## src/rtl/otp_pkg.sv

```systemverilog
package otp_pkg;
  typedef enum logic [1:0] {
    SEL_NONE = 2'd0,
    SEL_LOCK = 2'd1,
    SEL_FACT = 2'd2,
    SEL_USER = 2'd3
  } win_sel_e;
endpackage

```

## src/rtl/otp_win_decode.sv

```systemverilog
module otp_win_decode
  import otp_pkg::*;
#(
  parameter int ADDR_W    = 8,
  parameter int BASE      = 'h80,
  parameter int SEG_WORDS = 4,
  localparam int IDX_W    = $clog2(SEG_WORDS)
) (
  input  logic [ADDR_W-1:0] addr,
  output win_sel_e          sel,
  output logic [IDX_W-1:0]  idx
);
  localparam logic [ADDR_W-1:0] BASE_A = ADDR_W'(BASE);
  localparam logic [ADDR_W-1:0] SW     = ADDR_W'(SEG_WORDS);

  logic [ADDR_W-1:0] off;
  logic [ADDR_W-1:0] rel;

  always_comb begin
    off = addr - BASE_A;
    rel = off - ADDR_W'(1);
    sel = SEL_NONE;
    idx = '0;
    if (addr >= BASE_A) begin
      if (off == '0) begin
        sel = SEL_LOCK;
      end else if (off <= SW) begin
        sel = SEL_FACT;
        idx = rel[IDX_W-1:0];
      end else if (off <= (SW << 1)) begin
        sel = SEL_USER;
        idx = IDX_W'(rel - SW);
      end
    end
  end
endmodule

```

## src/rtl/otp_user_store.sv

```systemverilog
module otp_user_store #(
  parameter int WORD_W    = 16,
  parameter int SEG_WORDS = 4,
  localparam int IDX_W    = $clog2(SEG_WORDS)
) (
  input  logic                        clk,
  input  logic                        rst_n,
  input  logic                        wr_en,
  input  logic [IDX_W-1:0]            wr_idx,
  input  logic [WORD_W-1:0]           wr_data,
  input  logic                        lock_set,
  output logic                        locked,
  output logic [SEG_WORDS*WORD_W-1:0] words
);
  logic [WORD_W-1:0] word_q [SEG_WORDS];
  logic [WORD_W-1:0] word_d [SEG_WORDS];
  logic              lock_q, lock_d;
  logic              apply;

  always_comb begin
    apply  = wr_en && !lock_q;
    lock_d = lock_q | lock_set;
    for (int i = 0; i < SEG_WORDS; i++) begin
      word_d[i] = word_q[i];
      if (apply && (wr_idx == IDX_W'(i))) word_d[i] = word_q[i] & wr_data;
    end
  end

  always_ff @(posedge clk or negedge rst_n) begin
    if (!rst_n) begin
      lock_q <= 1'b0;
      for (int i = 0; i < SEG_WORDS; i++) word_q[i] <= '1;
    end else begin
      lock_q <= lock_d;
      if (apply) begin
        for (int i = 0; i < SEG_WORDS; i++) word_q[i] <= word_d[i];
      end
    end
  end

  genvar g;
  generate
    for (g = 0; g < SEG_WORDS; g++) begin : g_out
      assign words[g*WORD_W +: WORD_W] = word_q[g];
      // bits only ever fall from 1 to 0
      a_r5_clear_only: assert property (@(posedge clk) disable iff (!rst_n)
        (word_q[g] & ~$past(word_q[g])) == '0);
    end
  endgenerate

  assign locked = lock_q;

  a_r7_frozen_after_lock: assert property (@(posedge clk) disable iff (!rst_n)
    lock_q |=> $stable(words));
  a_r8_lock_sticky: assert property (@(posedge clk) disable iff (!rst_n)
    lock_q |=> lock_q);
endmodule

```

## src/rtl/otp_prot_reg.sv

```systemverilog
module otp_prot_reg
  import otp_pkg::*;
#(
  parameter int WORD_W    = 16,
  parameter int ADDR_W    = 8,
  parameter int BASE      = 'h80,
  parameter int SEG_WORDS = 4,
  parameter logic [WORD_W*SEG_WORDS-1:0] FACTORY_ID = 64'hC3A5_0F1E_7D62_9B48
) (
  input  logic              clk,
  input  logic              rst_n,
  input  logic              id_mode,
  input  logic [ADDR_W-1:0] rd_addr,
  output logic [WORD_W-1:0] rd_data,
  input  logic              pgm_req,
  input  logic [ADDR_W-1:0] pgm_addr,
  input  logic [WORD_W-1:0] pgm_data,
  input  logic              lock_req,
  output logic              pgm_err
);
  localparam int IDX_W = $clog2(SEG_WORDS);
  localparam int SEG_W = WORD_W * SEG_WORDS;

  logic [1:0] rst_pipe;
  logic       rst_s_n;

  always_ff @(posedge clk or negedge rst_n) begin
    if (!rst_n) rst_pipe <= 2'b00;
    else        rst_pipe <= {rst_pipe[0], 1'b1};
  end
  assign rst_s_n = rst_pipe[1];

  logic [SEG_W-1:0] fact_q;
  always_ff @(posedge clk or negedge rst_s_n) begin
    if (!rst_s_n) fact_q <= FACTORY_ID;
    else          fact_q <= fact_q;
  end

  win_sel_e         rd_sel, pg_sel;
  logic [IDX_W-1:0] rd_idx, pg_idx;

  otp_win_decode #(.ADDR_W(ADDR_W), .BASE(BASE), .SEG_WORDS(SEG_WORDS)) u_rd_dec (
    .addr(rd_addr), .sel(rd_sel), .idx(rd_idx));
  otp_win_decode #(.ADDR_W(ADDR_W), .BASE(BASE), .SEG_WORDS(SEG_WORDS)) u_pg_dec (
    .addr(pgm_addr), .sel(pg_sel), .idx(pg_idx));

  logic             locked;
  logic [SEG_W-1:0] user_words;
  logic             user_wr;

  assign user_wr = pgm_req && (pg_sel == SEL_USER);

  otp_user_store #(.WORD_W(WORD_W), .SEG_WORDS(SEG_WORDS)) u_user (
    .clk(clk), .rst_n(rst_s_n), .wr_en(user_wr), .wr_idx(pg_idx),
    .wr_data(pgm_data), .lock_set(lock_req), .locked(locked), .words(user_words));

  logic [WORD_W-1:0] rd_d;
  logic              err_d;

  always_comb begin
    rd_d = '0;
    if (id_mode) begin
      unique case (rd_sel)
        SEL_LOCK: rd_d = {{(WORD_W-2){1'b1}}, ~locked, 1'b0};
        SEL_FACT: rd_d = fact_q[rd_idx*WORD_W +: WORD_W];
        SEL_USER: rd_d = user_words[rd_idx*WORD_W +: WORD_W];
        default:  rd_d = '0;
      endcase
    end
    err_d = pgm_err;
    if (pgm_req) err_d = (pg_sel != SEL_USER) || locked;
  end

  always_ff @(posedge clk or negedge rst_s_n) begin
    if (!rst_s_n) begin
      rd_data <= '0;
      pgm_err <= 1'b0;
    end else begin
      rd_data <= rd_d;
      if (pgm_req) pgm_err <= err_d;
    end
  end

  a_r3_idle_reads_zero: assert property (@(posedge clk) disable iff (!rst_s_n)
    !id_mode |=> rd_data == '0);
  a_r6_factory_refused: assert property (@(posedge clk) disable iff (!rst_s_n)
    (pgm_req && pg_sel == SEL_FACT) |=> pgm_err);
  a_r5_good_program_clears: assert property (@(posedge clk) disable iff (!rst_s_n)
    (pgm_req && pg_sel == SEL_USER && !locked) |=> !pgm_err);
  a_r10_err_holds: assert property (@(posedge clk) disable iff (!rst_s_n)
    !pgm_req |=> $stable(pgm_err));
endmodule

```

## config.mk

```make
export PLATFORM = sky130hd
export DESIGN_NAME = otp_prot_reg
export DESIGN_NICKNAME = d
export VERILOG_FILES = /design/src/rtl/otp_pkg.sv /design/src/rtl/otp_win_decode.sv /design/src/rtl/otp_user_store.sv /design/src/rtl/otp_prot_reg.sv
export SDC_FILE = /design/constraint.sdc
export NUM_CORES = 1
export LEC_CHECK = 0
export ABC_CLOCK_PERIOD_IN_PS = 3900
export CORE_ASPECT_RATIO = 1.75
export CORE_MARGIN = 2
export CORE_UTILIZATION = 35
export DETAILED_ROUTE_END_ITERATION = 8
export DONT_BUFFER_PORTS = 1
export HOLD_SLACK_MARGIN = 0.06
export PLACE_DENSITY = 0.46
export SYNTH_ARGS = -nofsm -noshare
export SYNTH_HDL_FRONTEND = slang
export SYNTH_SLANG_ARGS = --single-unit
```

## constraint.sdc

```tcl
create_clock -name clk -period 3.9 [get_ports clk]
set_input_delay 0.195 -clock clk [delete_from_list [all_inputs] [get_ports clk]]
set_output_delay 0.195 -clock clk [all_outputs]
set_load 0.02 [all_outputs]
```

# ---- Word-level counts from Yosys, hierarchy flattened
# Index checks and enable logic that the tools add are counted.
# Widths: inputs -> output; s select.
dict set report totals {
  register_bits 84
  latch_bits 0
  mem_bits_rw 0
  mem_bits_ro 0
  input_bits 37
  output_inout_bits 17
  word_cells 69
  n_memories 0
}
dict set report op_classes {
  add_sub_neg 6
  multipliers 0
  n_div 0
  n_lt_le_gt_ge 6
  eq_ne 8
  shift 2
  mux 18
  bitwise_logic 6
  n_reduce_logical 15
}
# op n
set op_table {}
lappend op_table {{$and 16x16->16} 4}
lappend op_table {{$shiftx 64x7->16} 1}
lappend op_table {{$shiftx 64x7->16 const A} 1}
lappend op_table {{$pmux 16 s3} 1}
lappend op_table {{$mux 2} 16}
lappend op_table {{$ge 8x8->1 const B} 2}
lappend op_table {{$le 8x3->1 const B} 2}
lappend op_table {{$le 8x4->1 const B} 2}
lappend op_table {{$logic_not 8->1} 2}
lappend op_table {{$mux 16} 1}
lappend op_table {{$sub 8x8->8 const B} 2}
lappend op_table {{$eq 2x2->1 const B} 5}
lappend op_table {{$reduce_and 2->1} 4}
lappend op_table {{$sub 2x1->2 const B} 4}
lappend op_table {{$logic_and 1x1->1} 6}
lappend op_table {{$eq 2x1->1 const B} 2}
lappend op_table {{$logic_not 2->1} 1}
lappend op_table {{$ne 2x2->1 const B} 1}
lappend op_table {{$logic_not 1->1} 1}
lappend op_table {{$logic_or 1x1->1} 1}
lappend op_table {{$not 1->1} 1}
lappend op_table {{$or 1x1->1} 1}

# ---- Logic depth before layout (Yosys ltp)
# Gate-level depths: netlist of run 1.
dict set report logic_depth {
  word_depth 11
  ltp_mapped 9
  mapped_depth_nobuf 7
}

# ---- Cells and area by module
# From an unflattened synthesis of run 1, not the netlist that was laid out.
dict set report hier_totals {
  cells_unflattened 314
  hier_area_um2 3729.8
}
# mod instances cells_per_inst area_each_um2 seq_area_each_um2
set modules_own_cells {}
lappend modules_own_cells {otp_user_store 1 141 2269.7 1706.6}
lappend modules_own_cells {otp_prot_reg 1 151 1307.5 475.5}
lappend modules_own_cells {otp_win_decode 2 11 76.3 0.0}

# ---- Worst setup path after synthesis of run 1
# No wires, ideal clock.
dict set report synth_path {
  kind {in2reg}
  start {in rd_addr[0]}
  end {reg rd_data[10]}
  setup_ns 0.082
  arrival_ns 1.728
  t_required_ns 3.818
  setup_slack_ns 2.090
  path_stages 9
  n_path_buf 2
  cell_sequence {inv_1 ha_1 nor2b_1 buf_4 a21oi_4 buf_4 nor2_1 o311a_1 a31oi_1}
}
dict set report synth_via {
  elab_chain_cells 10
  word_cells_on_any_way 22
  classes_between {add/sub: 3; order compare: 3; eq/ne: 3; shift: 2; mux: 10; reduce/logical: 1}
}
# element line
set synth_rtl {}
lappend synth_rtl {{from (decl)} otp_prot_reg.sv:13} ;# input logic [ADDR_W-1:0] rd_addr,
lappend synth_rtl {{$sub 8x8->8} otp_win_decode.sv:20} ;# off = addr - BASE_A;
lappend synth_rtl {{$sub 2x1->2} otp_win_decode.sv:21} ;# rel = off - ADDR_W'(1);
lappend synth_rtl {{$sub 2x1->2} otp_win_decode.sv:32} ;# idx = IDX_W'(rel - SW);
lappend synth_rtl {{$mux 2} otp_win_decode.sv:30} ;# end else if (off <= (SW << 1)) begin
lappend synth_rtl {{$mux 2} otp_win_decode.sv:27} ;# end else if (off <= SW) begin
lappend synth_rtl {{$mux 2} otp_win_decode.sv:25} ;# if (off == '0) begin
lappend synth_rtl {{$mux 2} otp_win_decode.sv:24} ;# if (addr >= BASE_A) begin
lappend synth_rtl {{$shiftx 64x7->16, on equally long branches} {otp_prot_reg.sv:66, otp_prot_reg.sv:65}}
lappend synth_rtl {{$pmux 16 s3 *} otp_prot_reg.sv:63} ;# unique case (rd_sel)
lappend synth_rtl {{$mux 16 *} otp_prot_reg.sv:62} ;# if (id_mode) begin
lappend synth_rtl {{named net rd_d[10]} otp_prot_reg.sv:57} ;# logic [WORD_W-1:0] rd_d;
lappend synth_rtl {{to (signal assigned)} otp_prot_reg.sv:79} ;# rd_data <= rd_d;
lappend synth_rtl {{to (decl)} otp_prot_reg.sv:14} ;# output logic [WORD_W-1:0] rd_data,
# Mark *: on every way through the listed nets, which the timed path passes. The rest lies on a longest branch.
# A chain may end at the register's enable or synchronous reset.

# ---- Worst setup path after layout of run 1
dict set report layout_path {
  start {in rd_addr[0]}
  end {reg rd_data[11]}
}
# The elaborated chain is that of the path after synthesis.

==> results of run 1 <==
-- metal layers --
layer | wire length (um) | up-vias | share of wire
met3 | 380 | 16 | 0.037
li1 | - | 1206 | -
met5 | 0 | - | 0
met2 | 5370 | 66 | 0.53
met4 | 219 | 0 | 0.021
met1 | 4240 | 1333 | 0.42
-- cell type report --
cell class              count  share of cell area
flip-flops and latches     84               0.489
multi-input cells         210               0.344
clock buffers              10              0.0535
repair buffers             21              0.0470
well taps                 130              0.0364
clock inverters             6              0.0249
inverters                   6             0.00504
-- power by group --
| group | internal (mW) | leakage, nW | switching, mW | total, mW |
|---|---|---|---|---|
| clock network | 0.643 | 0.169 | 0.346 | 0.989 |
| logic | 0.0445 | 0.629 | 0.0641 | 0.109 |
| registers | 0.878 | 0.922 | 0.0184 | 0.896 |
| total | 1.56 | 1.72 | 0.428 | 1.99 |
-- flip-flops by register name (all words and copies together), names as in the netlist --
name / count
rst_pipe: 2
u_user.words: 64
u_user.locked: 1
pgm_err: 1
rd_data: 16
-- cell usage in the layout, fill, tap and decap left out, types with 3 or more instances in the layout --
master	n
nand3_1	7
o31ai_1	3
a41oi_1	3
o21ai_0	7
inv_1	5
nand2b_1	3
dfstp_2	64
a221oi_1	3
a21oi_1	11
dlygate4sd3_1	21
a311oi_1	3
o21a_1	67
a21o_1	4
mux2_2	7
nor3_1	4
bufinv_16	3
clkbuf_16	9
a31oi_1	4
nor2_1	13
mux2i_1	9
dfrtp_1	19
nand2_1	12
-- through the flow --
| step | area [sq um] | hold WS, ns | instances | power, mW | util |
|---|---|---|---|---|---|
| after floorplan | 3840 | -0.101 | 316 | 0.976 | - |
| after global placement | 3910 | -0.101 | 430 | 0.993 | 0.365 |
| after detailed placement | 3910 | -0.101 | 430 | 0.994 | 0.365 |
| after CTS | 4470 | 0.0713 | 467 | 2.01 | 0.418 |
| after global routing | 4470 | 0.0744 | 467 | 2.07 | 0.418 |
| final | 4470 | 0.0764 | 467 | 1.99 | 0.418 |
-- worst register-to-register path, stage by stage (launching register included) --
cell	delay, ns
dfrtp_1	0.41
nand4b_2	0.26
nand3b_1	0.76
o21a_1	0.44
-- logic make-up after synthesis --
logic type | Yosys count | synth area share
adder cells (fa/ha/maj) | 2 | 0.00651
AO/OA/AOI/OAI | 122 | 0.234
buffers and inverters | 22 | 0.0319
XOR/XNOR | 2 | 0.00652
AND/OR/NAND/NOR | 67 | 0.108
flip-flops | 84 | 0.568
multiplexers | 16 | 0.0440
other | 1 | 0.000976
-- worst paths after layout --
check / end / cells past startpoint / start
worst max-delay path: rd_data[11] / 7 / rd_addr[0]
worst min-delay path: rst_pipe[1] / 1 / rst_n
worst max register to register: u_user.words[22] / 3 / u_user.locked
worst min register to register: rst_pipe[1] / 0 / rst_pipe[0]
max in group asynchronous: rd_data[6] / 0 / rst_pipe[1]
min in group clk: pgm_err / 2 / pgm_req
==> flow_metrics.tcl, run 1 <==
set metrics [dict create \
    min_period_ns 2.42 \
    die_h_um 143 \
    r2r_setup_slack_ns 1.96 \
    ant_nets 0 \
    avgViaCountPerCell 5.61 \
    fmax_ghz 0.414 \
    required_ns 4.07 \
    layout-drive-gt1-share 0.309 \
    wl_um 10200 \
    avgSynthCellArea_sq_um 12.2 \
    crit_fanout 24 \
    multi_input_area_sq_um 1540 \
    post-route-period-util 0.619 \
    hp-class "in2async" \
    hold_viol 0 \
    fin_tns_setup_ns 0 \
    slowest_stage "nor2b_1" \
    nFillCells 1012 \
    dieArea_sq_um 11900 \
    ys_top_cells_by_count "o21a_1, dfstp_2, dfrtp_1" \
    root_buffer "clkbuf_16" \
    grt_usage 0.182 \
    clk_pin_slew_ns 0.06 \
    maxCapViolCount 0 \
    area_growth_pct 16.3 \
    first_global_vias 2814 \
    seq_area_sq_um 2190 \
    dp_slack_ns 1.16 \
    vias 2621 \
    endpoint_kind "register" \
    ys_types 64 \
    setup_slack_ns 1.48 \
    synth_top_cell_by_area "dfstp_2" \
    grt_use_met1 0.215 \
    clkSinkCount 84 \
    rows 50 \
    grt_use_met2 0.321 \
    synthCells 316 \
    dp_hpwl_um 7090 \
    critPathLaunchType "input pin" \
    io_pins 54 \
    peakVddDrop_v 0.000290 \
    grt_max_degree 83 \
    antenna_found_initial 0 \
    rsz0062_at_grt "false" \
    numCtsBuffers 9 \
    grt_pass1_wl_um 16200 \
    ys_ff_latch 84 \
    synth.top_cell.area_share 0.438 \
    drc_errors 0 \
    p_per_area_nw_per_um2 446 \
    drtIter0Drc 148 \
    grt_util_met3 0.0406 \
    drv_slew 0 \
    synth.most_common_cell "o21a_1" \
    synth-edff-count 0 \
    yosys_warnings 0 \
    die_w_um 83.2 \
    syn-num-nets 355 \
    wl_per_cell_um 21.9 \
    synth_flop_cell "dfstp_2" \
    clock_skew_ns 0.00580 \
    crit_path_cell_trace "inv_1 -> ha_1 -> nor2b_1 -> xnor2_2 -> nand2_1 -> nor4b_1 -> a311oi_1" \
    path_buf_inv 1 \
    crit_family "simple AND/OR/NAND/NOR gates" \
    netlist_area_sq_um 3840 \
    cts_hold_buffers 21 \
    antenna_cells 0 \
    post_cts_buffers 0 \
    cts_tree "built" \
    htreeDepth 3 \
    insertion_delay_ns 0.34 \
    start_util 0.359 \
    portBuffers 0 \
    arrival_ns 2.59 \
    p_leak_nw 1.72 \
    place.gp.congestion 0.899 \
    critPathMaxStageDelay_ns 0.70 \
    fp.coreArea_sq_um 10700 \
    cts.path.max_buffers 2 \
    relSlewSlack 0.328 \
    overflow 0 \
    status "finished clean" \
    worst-setup-path-type "in2reg" \
    worst_pin_slew_ns 1.01 \
    synth_seq_area_share 0.568 \
    synthTopCellsByArea "dfstp_2, o21a_1, dfrtp_1" \
    grt_busiest_layer "met2" \
    cts_resized 0 \
    setup_viol 0 \
    nets 371 \
    async_reset_ff_frac 1.00 \
    firstDrtPassIters 4 \
]
Note: power is estimated with default switching activity, not from simulation.
==> inputs of run 2 (changes only) <==
--- a/config.mk
+++ b/config.mk
@@ -5,14 +5,14 @@
 export SDC_FILE = /design/constraint.sdc
 export NUM_CORES = 1
 export LEC_CHECK = 0
-export ABC_CLOCK_PERIOD_IN_PS = 3900
+export ABC_CLOCK_PERIOD_IN_PS = 2200
 export CORE_ASPECT_RATIO = 1.75
 export CORE_MARGIN = 2
 export CORE_UTILIZATION = 35
 export DETAILED_ROUTE_END_ITERATION = 8
 export DONT_BUFFER_PORTS = 1
 export HOLD_SLACK_MARGIN = 0.06
-export PLACE_DENSITY = 0.46
+export PLACE_DENSITY = 0.48
 export SYNTH_ARGS = -nofsm -noshare
 export SYNTH_HDL_FRONTEND = slang
 export SYNTH_SLANG_ARGS = --single-unit
==> constraint.sdc (replaced) <==
create_clock -name clk -period 2.2 [get_ports clk]
set_input_delay 0.11 -clock clk [delete_from_list [all_inputs] [get_ports clk]]
set_output_delay 0.11 -clock clk [all_outputs]
set_load 0.02 [all_outputs]
==> flow_metrics.tcl, run 2 (synthesis results as in run 1) <==
set metrics [dict create \
    status "finished clean" \
    firstDrtPassIters 4 \
    rows 50 \
    wl_per_cell_um 21.4 \
    largest_reg_flops 64 \
    portBuffers 0 \
    r2r_cells 4 \
    endpoint_kind "register" \
    cts_tree "built" \
    grt_pass1_wl_um 16400 \
    peakVddDrop_v 0.000415 \
    finalHoldWorstSlack_ns 0.0753 \
    final_common_cell "o21a_1" \
    io_pins 54 \
    maxCapViolCount 0 \
    layout-drive-gt1-share 0.336 \
    setup_viol 0 \
    critPathLaunchType "input pin" \
    grt_usage 0.184 \
    nets 391 \
    fp.coreArea_sq_um 10700 \
    fin_tns_setup_ns 0 \
    rsz0062_at_grt "false" \
    crit_fanout 7 \
    area_growth_pct 19.2 \
    drv_slew 0 \
    die_h_um 143 \
    clkSinkCount 84 \
    hp-class "in2reg" \
    htreeDepth 3 \
    worst-setup-path-type "in2reg" \
    arrival_ns 1.83 \
    wl_um 10400 \
    vias 2664 \
    p_leak_nw 1.79 \
    hold_depth 2 \
    place.gp.congestion 0.847 \
    relSlewSlack 0.450 \
    hold_viol 0 \
    drc_errors 0 \
    dp_hpwl_um 7310 \
    die_w_um 83.2 \
    cts.path.max_buffers 2 \
    post-route-period-util 0.733 \
    grt_max_degree 51 \
    start_util 0.359 \
    p_per_area_nw_per_um2 713 \
    root_buffer "clkbuf_16" \
    min_period_ns 1.61 \
    fmax_ghz 0.620 \
    ant_nets 0 \
    insertion_delay_ns 0.34 \
    worst_pin_slew_ns 0.825 \
    required_ns 2.42 \
    overflow 0 \
    dieArea_sq_um 11900 \
    avgViaCountPerCell 5.47 \
    layout_common_cells "o21a_1, dfstp_2, dlygate4sd3_1" \
    first_global_vias 2817 \
    cts_resized 0 \
    antenna_cells 0 \
    drtIter0Drc 156 \
    clock_skew_ns 0.00345 \
    clk_pin_slew_ns 0.06 \
    numCtsBuffers 9 \
    antenna_found_initial 0 \
]
==> run 2: cell types whose count changed in the layout (fill, tap and decap cells not counted) <==
| cell | previous run | this run |
|---|---|---|
| clkinv_4 | 1 | 0 |
| buf_12 | 0 | 1 |
| clkbuf_1 | 0 | 1 |
| clkbuf_8 | 1 | 3 |
| bufinv_16 | 3 | 0 |
| buf_4 | 0 | 16 |
| dlygate4sd3_1 | 21 | 24 |
| clkinvlp_4 | 1 | 2 |
==> run 2: through the flow <==
| step | worst slack, ns | cell area (sq um) | std cells | util | total power, mW |
|---|---|---|---|---|---|
| 2_1_floorplan | 0.475 | 3840 | 316 | - | 1.73 |
| 3_3_place_gp | 0.269 | 4050 | 447 | 0.378 | 1.79 |
| 3_5_place_dp | 0.274 | 4050 | 447 | 0.378 | 1.79 |
| 4_1_cts | 0.609 | 4580 | 487 | 0.428 | 3.29 |
| 5_1_grt | 0.421 | 4580 | 487 | 0.428 | 3.38 |
| 6_report | 0.586 | 4580 | 487 | 0.428 | 3.26 |
==> run 2: worst max-delay path: stages <==
cell	delay (ns)
or4b_1	0.76
nor2_1	0.29
nand2_2	0.20
mux2i_1	0.17
a221oi_1	0.30
==> run 2: final cells by class <==
class / instances / area, sq um
fillers: 1020 / 6120
flip-flops and latches: 84 / 2190
multi-input cells: 210 / 1540
repair buffers: 41 / 380
clock buffers: 13 / 270
well taps: 130 / 163
inverters: 6 / 22.5
clock inverters: 3 / 20.0
==> run 2: repair_timing <==
item,in CTS,in global routing
setup buffers,0,0
hold buffers,24,0
endpoints found under the setup margin,0,0
hold endpoints to repair,76,0
==> run 2: routing by layer <==
layer / up-vias / wire [um] / global-route usage
li1: 1235 / - / -
met1: 1342 / 4230 / 0.220
met2: 77 / 5560 / 0.329
met3: 10 / 451 / 0.0354
met4: 0 / 170 / 0.0664
met5: - / 0 / 0
==> run 2: path summary, 6_finish.rpt <==
path	start	endpoint	slack [ns]
min in group asynchronous	rst_pipe[1]	rd_data[15]	0.28
min	rd_addr[0]	rd_data[14]	0.08
max reg2reg	u_user.locked	u_user.words[51]	0.62
max in group asynchronous	rst_pipe[1]	u_user.words[37]	1.25
max	rd_addr[6]	rd_data[8]	0.59
min reg2reg	rst_pipe[1]	rd_data[15]	0.28
==> run 2: report_power, final <==
group	switching (mW)	internal, mW
Sequential	0.0172	1.56
Clock	0.594	0.856
Combinational	0.141	0.101
==> inputs of run 3 (changes only) <==
--- a/config.mk
+++ b/config.mk
@@ -5,7 +5,7 @@
 export SDC_FILE = /design/constraint.sdc
 export NUM_CORES = 1
 export LEC_CHECK = 0
-export ABC_CLOCK_PERIOD_IN_PS = 2200
+export ABC_CLOCK_PERIOD_IN_PS = 1350
 export CORE_ASPECT_RATIO = 1.75
 export CORE_MARGIN = 2
 export CORE_UTILIZATION = 35
==> constraint.sdc (replaced) <==
create_clock -name clk -period 1.35 [get_ports clk]
set_input_delay 0.0675 -clock clk [delete_from_list [all_inputs] [get_ports clk]]
set_output_delay 0.0675 -clock clk [all_outputs]
set_load 0.02 [all_outputs]
==> flow_metrics.tcl, run 3 (synthesis results as in run 1) <==
set metrics [dict create \
    clk_pin_slew_ns 0.06 \
    grt_pass1_wl_um 17500 \
    place.gp.congestion 0.859 \
    htreeDepth 3 \
    wl_um 11300 \
    power_frac_comb 0.104 \
    grt_max_degree 83 \
    dp_hpwl_um 7590 \
    stdcell_area_sq_um 5190 \
    power_frac_clock 0.427 \
    setup_viol 32 \
    area_growth_pct 35.0 \
    endpoint_kind "register" \
    status "complete, but fails checks" \
    drv_slew 0 \
    dieArea_sq_um 11900 \
    hp-class "in2reg" \
    cts.path.max_buffers 2 \
    numCtsBuffers 9 \
    required_ns 1.62 \
    die_w_um 83.2 \
    grt_usage 0.196 \
    crit_fanout 16 \
    min_period_ns 1.43 \
    fin_tns_setup_ns -2.43 \
    post-route-period-util 1.06 \
    firstDrtPassIters 4 \
    p_leak_nw 2.07 \
    overflow 0 \
    antenna_cells 0 \
    p_sw_frac 0.237 \
    power.switching_mw 1.29 \
    final_cell_count_no_fill 531 \
    failed_checks "setup timing" \
    clkSinkCount 84 \
    vias 2886 \
    layout_common_cells "o21a_1, dfstp_2, buf_4" \
    worst-setup-path-type "reg2reg" \
    wl_per_cell_um 21.3 \
    arrival_ns 1.70 \
    internal-power_mw 4.15 \
    root_buffer "clkbuf_16" \
    power_frac_seq 0.469 \
    dpl_cell_area_sq_um 4490 \
    avgViaCountPerCell 5.44 \
    antenna_found_initial 0 \
    first_global_vias 3145 \
    final_common_cell "o21a_1" \
    nets 435 \
    ant_nets 0 \
    hold_viol 0 \
    fp.coreArea_sq_um 10700 \
    finalHoldWorstSlack_ns 0.0923 \
    fmax_ghz 0.697 \
    peakVddDrop_v 0.000693 \
    clock_skew_ns 0.00714 \
    start_util 0.359 \
    rsz0062_at_grt "true" \
    insertion_delay_ns 0.34 \
    setup_slack_ns -0.0848 \
    drc_errors 0 \
    drtIter0Drc 137 \
    dp.cells 486 \
    nFillCells 990 \
    io_pins 54 \
    maxCapViolCount 0 \
    cts_tree "built" \
    p_per_area_nw_per_um2 1050 \
    critPathLaunchType "register" \
    layout-drive-gt1-share 0.481 \
    die_h_um 143 \
    rows 50 \
    portBuffers 0 \
    largest_reg_flops 64 \
    dp_slack_ns -0.435 \
]
-- run 3: cell count changes in the layout (fill, tap and decap cells not counted), sizes merged --
cell,previous run,this run
clkinv,2,3
inv,5,4
dlygate4sd3,24,23
buf,17,61
clkinvlp,2,3
-- run 3: timing repair --
action	CTS	global route
endpoints found under the hold margin	80	0
setup buffers	1	5
setup endpoints to repair	35	49
hold buffers	23	0
gates cloned	0	1
pin swaps	1	7
resized for setup	6	20
-- run 3: critical path, cell delays in order (launching register included) --
cell	delay, ns
dfrtp_1	0.38
nand4b_4	0.18
or4_4	0.45
buf_12	0.18
o21a_1	0.17
-- run 3: metal layers --
metal | vias to the layer above | global-route usage | wire length, um
met4 | 0 | 0.0794 | 233
met2 | 60 | 0.353 | 6030
met5 | - | 0 | 0
li1 | 1332 | - | -
met1 | 1479 | 0.225 | 4640
met3 | 15 | 0.0394 | 393
-- run 3: area by class of cell --
type,instances,area (sq um),area share
Tap cell,130,163,0.0314
Clock buffer,12,256,0.0495
Timing Repair Buffer,85,800,0.154
Inverter,6,31.3,0.00603
Clock inverter,4,25.0,0.00483
Multi-Input combinational cell,210,1730,0.333
Sequential cell,84,2190,0.421
-- run 3: path summary, 6_finish.rpt --
check,start,end,slack [ns],cells past startpoint
max in group asynchronous,rst_pipe[1],u_user.words[56],0.61,1
max reg2reg,u_user.locked,u_user.words[62],-0.08,4
max,u_user.locked,u_user.words[62],-0.08,4
min in group asynchronous,rst_pipe[1],rd_data[6],0.34,1
min,rd_addr[0],rd_data[3],0.09,3
min reg2reg,rst_pipe[1],rd_data[6],0.34,1
-- run 3: power groups by stage --
stage / clock network, mW / registers (mW) / logic, mW
2_1_floorplan: 0 / 2.62 / 0.236
3_3_place_gp: 0 / 2.59 / 0.442
3_5_place_dp: 0 / 2.59 / 0.445
4_1_cts: 2.38 / 2.55 / 0.540
5_1_grt: 2.48 / 2.55 / 0.613
6_report: 2.32 / 2.55 / 0.567
-- run 3: per-stage QoR --
step                total power [mW]  utilization
finish                          5.43        0.485
CTS                             5.47        0.471
floorplan                       2.85            -
global route                    5.64        0.485
global placement                3.03        0.420
detailed placement              3.03        0.420
